**config.mk**
```make
export PLATFORM = sky130hd
export DESIGN_NAME = tri_down_timer
export DESIGN_NICKNAME = d
export VERILOG_FILES = /design/src/rtl/dtmr_pkg.sv /design/src/rtl/dtmr_prescale.sv /design/src/rtl/dtmr_channel.sv /design/src/rtl/tri_down_timer.sv
export SDC_FILE = /design/constraint.sdc
export NUM_CORES = 1
export LEC_CHECK = 0
export BUFFER_PORTS_ARGS = -buffer_cell sky130_fd_sc_hd__buf_2
export CELL_PAD_IN_SITES_DETAIL_PLACEMENT = 1
export CELL_PAD_IN_SITES_GLOBAL_PLACEMENT = 1
export CORE_UTILIZATION = 35
export DETAILED_ROUTE_END_ITERATION = 7
export GPL_TIMING_DRIVEN = 0
export PLACE_DENSITY_LB_ADDON = 0.05
export SLEW_MARGIN = 30
export SYNTH_ARGS = -nofsm -noshare
export SYNTH_HDL_FRONTEND = slang
export SYNTH_SLANG_ARGS = --single-unit
```
**constraint.sdc**
```tcl
create_clock -name clk -period 6 [get_ports clk]
set_input_delay 0.6 -clock clk [delete_from_list [all_inputs] [get_ports clk]]
set_output_delay 0.6 -clock clk [all_outputs]
set_load 0.05 [all_outputs]
```
**src/rtl/dtmr_pkg.sv**
```systemverilog
package dtmr_pkg;

    localparam int DATA_W  = 32;
    localparam int SEL_W   = 2;
    localparam int IDX_W   = 6;
    localparam int ADDR_W  = SEL_W + IDX_W;
    localparam int PRE_W   = 8;

    typedef enum logic [IDX_W-1:0] {
        IDX_LOAD   = 6'd0,
        IDX_VALUE  = 6'd1,
        IDX_CTRL   = 6'd2,
        IDX_CLEAR  = 6'd3,
        IDX_RAW    = 6'd4,
        IDX_MASKED = 6'd5,
        IDX_BGLOAD = 6'd6
    } reg_idx_e;

    typedef enum logic [1:0] {
        PRE_DIV1   = 2'd0,
        PRE_DIV16  = 2'd1,
        PRE_DIV256 = 2'd2,
        PRE_DIV1B  = 2'd3
    } prescale_e;

    typedef struct packed {
        logic      run;
        logic      periodic;
        logic      irq_on;
        logic      spare;
        prescale_e pre;
        logic      wide;
        logic      single;
    } ctrl_t;

    localparam ctrl_t CTRL_RESET = '{run: 1'b0, periodic: 1'b0, irq_on: 1'b1,
                                     spare: 1'b0, pre: PRE_DIV1, wide: 1'b0,
                                     single: 1'b0};

    function automatic logic [DATA_W-1:0] wrap_value(input logic wide);
        wrap_value = wide ? {DATA_W{1'b1}} : {{(DATA_W-16){1'b0}}, 16'hFFFF};
    endfunction

endpackage

```
**src/rtl/dtmr_prescale.sv**
```systemverilog
module dtmr_prescale
    import dtmr_pkg::*;
(
    input  logic      clk,
    input  logic      rst,
    input  logic      tick_in,
    input  logic      enable,
    input  logic      restart,
    input  prescale_e code,
    output logic      tick_out
);
    logic [PRE_W-1:0] phase_q;
    logic             wrap_hit;

    always_comb begin
        unique case (code)
            PRE_DIV16:  wrap_hit = (phase_q[3:0] == 4'hF);
            PRE_DIV256: wrap_hit = (phase_q == {PRE_W{1'b1}});
            default:    wrap_hit = 1'b1;
        endcase
    end

    assign tick_out = tick_in && enable && wrap_hit;

    always_ff @(posedge clk) begin
        if (rst || restart)
            phase_q <= '0;
        else if (tick_in && enable)
            phase_q <= phase_q + 1'b1;
    end
endmodule

```
**src/rtl/dtmr_channel.sv**
```systemverilog
module dtmr_channel
    import dtmr_pkg::*;
(
    input  logic              clk,
    input  logic              rst,
    input  logic              tick,
    input  logic              wr_load,
    input  logic              wr_ctrl,
    input  logic              wr_clear,
    input  logic              wr_bg,
    input  logic [DATA_W-1:0] wdata,
    output logic [DATA_W-1:0] count,
    output logic [DATA_W-1:0] limit,
    output ctrl_t             ctrl,
    output logic              raw
);
    logic              parked;
    logic              active;
    logic              expire;
    logic [DATA_W-1:0] count_next;

    assign parked = ctrl.single && (count == '0);
    assign active = tick && ctrl.run && !parked && !wr_load;
    assign expire = (count <= DATA_W'(1));

    always_comb begin
        if (!expire)
            count_next = count - 1'b1;
        else if (ctrl.single)
            count_next = '0;
        else if (ctrl.periodic)
            count_next = limit;
        else
            count_next = wrap_value(ctrl.wide);
    end

    always_ff @(posedge clk) begin
        if (rst) begin
            ctrl  <= CTRL_RESET;
            count <= '1;
            limit <= '0;
            raw   <= 1'b0;
        end else begin
            if (wr_ctrl)
                ctrl <= ctrl_t'(wdata[7:0]);
            if (wr_load || wr_bg)
                limit <= wdata;
            if (wr_load)
                count <= wdata;
            else if (active)
                count <= count_next;
            if (active && expire)
                raw <= 1'b1;
            else if (wr_clear)
                raw <= 1'b0;
        end
    end
endmodule

```
**src/rtl/tri_down_timer.sv**
```systemverilog
module tri_down_timer
    import dtmr_pkg::*;
#(
    parameter int N_TMR = 3
) (
    input  logic              clk,
    input  logic              rst,
    input  logic [N_TMR-1:0]  tick_en,
    input  logic              bus_wr,
    input  logic [ADDR_W-1:0] bus_addr,
    input  logic [DATA_W-1:0] bus_wdata,
    output logic [DATA_W-1:0] bus_rdata,
    output logic [N_TMR-1:0]  irq
);
    logic [SEL_W-1:0]  sel;
    reg_idx_e          idx;
    logic [DATA_W-1:0] ch_count [N_TMR];
    logic [DATA_W-1:0] ch_limit [N_TMR];
    ctrl_t             ch_ctrl  [N_TMR];
    logic [N_TMR-1:0]  ch_raw;
    logic [N_TMR-1:0]  ch_ptick;
    logic [N_TMR-1:0]  hit;

    assign sel = bus_addr[ADDR_W-1:IDX_W];
    assign idx = reg_idx_e'(bus_addr[IDX_W-1:0]);

    for (genvar i = 0; i < N_TMR; i++) begin : g_ch
        logic wr_any;
        assign hit[i]  = (sel == SEL_W'(i));
        assign wr_any  = bus_wr && hit[i];

        dtmr_prescale u_pre (
            .clk      (clk),
            .rst      (rst),
            .tick_in  (tick_en[i]),
            .enable   (ch_ctrl[i].run),
            .restart  (wr_any && (idx == IDX_LOAD || idx == IDX_CTRL)),
            .code     (ch_ctrl[i].pre),
            .tick_out (ch_ptick[i])
        );

        dtmr_channel u_ch (
            .clk      (clk),
            .rst      (rst),
            .tick     (ch_ptick[i]),
            .wr_load  (wr_any && idx == IDX_LOAD),
            .wr_ctrl  (wr_any && idx == IDX_CTRL),
            .wr_clear (wr_any && idx == IDX_CLEAR),
            .wr_bg    (wr_any && idx == IDX_BGLOAD),
            .wdata    (bus_wdata),
            .count    (ch_count[i]),
            .limit    (ch_limit[i]),
            .ctrl     (ch_ctrl[i]),
            .raw      (ch_raw[i])
        );

        always_ff @(posedge clk) begin
            if (rst)
                irq[i] <= 1'b0;
            else
                irq[i] <= ch_raw[i] && ch_ctrl[i].irq_on;
        end
    end

    always_comb begin
        bus_rdata = '0;
        for (int i = 0; i < N_TMR; i++) begin
            if (hit[i]) begin
                case (idx)
                    IDX_LOAD, IDX_BGLOAD: bus_rdata = ch_limit[i];
                    IDX_VALUE:  bus_rdata = ch_count[i];
                    IDX_CTRL:   bus_rdata = {{(DATA_W-8){1'b0}}, ch_ctrl[i]};
                    IDX_RAW:    bus_rdata = {{(DATA_W-1){1'b0}}, ch_raw[i]};
                    IDX_MASKED: bus_rdata = {{(DATA_W-1){1'b0}},
                                             ch_raw[i] && ch_ctrl[i].irq_on};
                    default:    bus_rdata = '0;
                endcase
            end
        end
    end
endmodule

```
==> impl_metrics.ini <==
[run_status]
status = finished, final reports clean

[placed_design]
dp.final_hpwl_um = 57800
routabilityCongestion = 0.976
pre_cts_ws_ps = 676
port_buffers = 71

[yosys]
postSynthCellCount = 1946
syn_area_sq_um = 14900
yosysTopAreaCellShare = 0.330
synth-warning-count = 0
yosysMostFrequentCell = nand2_1
synth_edf_count = 0
ys_types = 84
ys_seq_area_frac = 0.330
synth.area.top_cells = dfxtp_1 (33%), a21oi_1 (7.5%), nand2_1 (7.4%), clkbuf_1 (3.7%), a221oi_1 (3.6%)
synth_flop_cell = dfxtp_1
ys_ff_latch = 246
syn_avg_cell_area_sq_um = 7.67
synthArstFlopShare = 0
synth_common_cells = nand2_1 (295), dfxtp_1 (246), a21oi_1 (224)
syn_nets = 2007
synth_area_leader_cell = dfxtp_1

[drt]
drt-pass1-iter-count = 7
via_per_inst = 6.21
wire_per_inst_um = 28.6
dr_total_vias = 16252
first_iter_violations = 1524
ant_nets = 0
drc_errors = 0
wl_um = 74800

[cts]
clock_latency_ps = 560
clk_pin_slew_ps = 60
cts_root_buf = clkbuf_16
clockBufferDepth = 3
cts_resized = 0
cts_buffers = 34
cts_hold_buf = 0
post_cts_buffers = 0
cts_tree = built
htree_num_levels = 2
clock-sinks = 246

[critical_path]
worstPathArrival_ps = 4860
reg2regPathDepth = 7
r2r_end = g_ch[1].u_ch.count[8]$_SDFFE_PP1P_
crit_type = in2out
reg2reg_slack_ps = 2640
worstPathRequired_ps = 5400
worstReg2RegStart = g_ch[1].u_ch.count[5]$_SDFFE_PP1P_
crit_fanout = 10
cp-start-kind = input port
end_kind = primary output

[worst_hold_path]
hold_path.class = in2reg
whs_endpoint = g_ch[2].u_ch.limit[29]$_SDFFE_PP0P_
min_path_cells = 3
worstHoldStart = bus_wdata[29]

[timing]
worst_slack_ps = 539
setup_tns_ps = 0
timing.slew.headroom = 0.317
report.final.slew_viol_count = 0
hold_viol = 0
holdWs_ps = 403
fin_crit_sh = 0.910
period_minus_slack_ps = 5460
max_freq_ghz = 0.183
worst_pin_slew_ps = 1020
fin_skew_ps = 23.7
rsz0062_at_grt = false
finalSetupViolCount = 0

[global_routing]
grt_pass1_vias = 16087
grt_pass1_wl_um = 109000
grt_use_met2 = 0.550
grt_start_max_net_pins = 12
antenna_found_initial = 0
met1_usage = 0.454
met3_usage = 0.0495
grt_use_total = 0.340
grt.busiest_layer = met2
overflow = 0

[floorplan]
dieHeight_um = 208
dieArea_sq_um = 43500
ios = 81
core-area_sq_um = 41900
start_util = 0.356
num_rows = 75
die_w_um = 208

[finish]
final_core_util = 0.408
syn2layout_area_growth_pct = 14.8
layout.nets = 2115
drive_gt1_frac = 0.105
fillers = 5146
antenna_cells = 0

[pwr]
power_density_nw_per_um2 = 236
p_leak_nw = 5.84
vdd_drop_max_mv = 0.129
power_mw = 4.04

[run]
cap_viol_max_count = 0
## registers in the layout, summed over array words and instances (netlist names)
signal and flops:
g_ch.u_ch.count 96, g_ch.u_ch.limit 96, g_ch.u_ch.raw 3, g_ch.u_ch.ctrl 24
g_ch.u_pre.phase_q 24, irq 3
## power by group
part	switching, mW	internal (mW)
sequential	0.0156	1.64
combinational	0.209	0.0624
clock	0.867	1.25
total	1.09	2.95
## kinds of logic after synthesis
| family | Yosys count | synth area share |
|---|---|---|
| simple gates | 694 | 0.228 |
| compound gates | 676 | 0.309 |
| flops | 246 | 0.330 |
| buf+inv | 209 | 0.0560 |
| xor+xnor | 78 | 0.0458 |
| mux | 28 | 0.0189 |
| fa+ha+maj | 15 | 0.0126 |
## worst max path at each step
stage / start / to / slack, ps / cells after the start
after floorplan: bus_addr[2] / bus_rdata[6] / 1970 / 7
after global placement: bus_addr[1] / bus_rdata[9] / 760 / 10
after detailed placement: bus_addr[1] / bus_rdata[9] / 680 / 10
after CTS: bus_addr[1] / bus_rdata[9] / 680 / 10
after global routing: bus_addr[1] / bus_rdata[16] / 550 / 10
final: bus_addr[1] / bus_rdata[16] / 540 / 10
## cells in the final DEF, fill, tap and decap left out, drive strengths merged, types with 20 or more instances in the layout
cell type	count
nand3	47
buf	104
nor4	26
nand2b	23
o21ai	135
mux2i	27
o211ai	29
dfxtp	246
nand2	296
o221ai	20
nand4	23
nor3	48
nor2	124
a22oi	51
xor2	39
inv	29
a21oi	225
a221oi	75
clkbuf	192
xnor2	39
## final cells by class
cell class	count	area, sq um	area share
plain buffers	180	729	0.0426
clock buffers	44	950	0.0555
clock inverters	15	160	0.00935
inverters	29	109	0.00636
multi-input cells	1491	9210	0.538
flip-flops and latches	246	4920	0.288
well taps	539	674	0.0394
repair buffers	72	363	0.0212
## through the flow
step | std cells | cell area [sq um]
floorplan | 1946 | 14900
finish | 2616 | 17100
global placement | 2556 | 15900
detailed placement | 2557 | 16000
global route | 2616 | 17100
CTS | 2616 | 17100
## critical path: stages
cell      delay, ps
buf_2           120
clkbuf_1        590
xor2_1          190
nor3_2          680
buf_2           440
buf_1           700
clkbuf_1        540
a22oi_1         260
o32ai_1         350
buf_2           370
## layer usage
layer  vias up  wire length, um  part of all wire
met5         -                0                 0
li1       7402                -                 -
met4         0             2580             0.035
met3       142             4650             0.062
met1      8120            33300              0.44
met2       588            34300              0.46
Power figures use the tool's default switching activity.
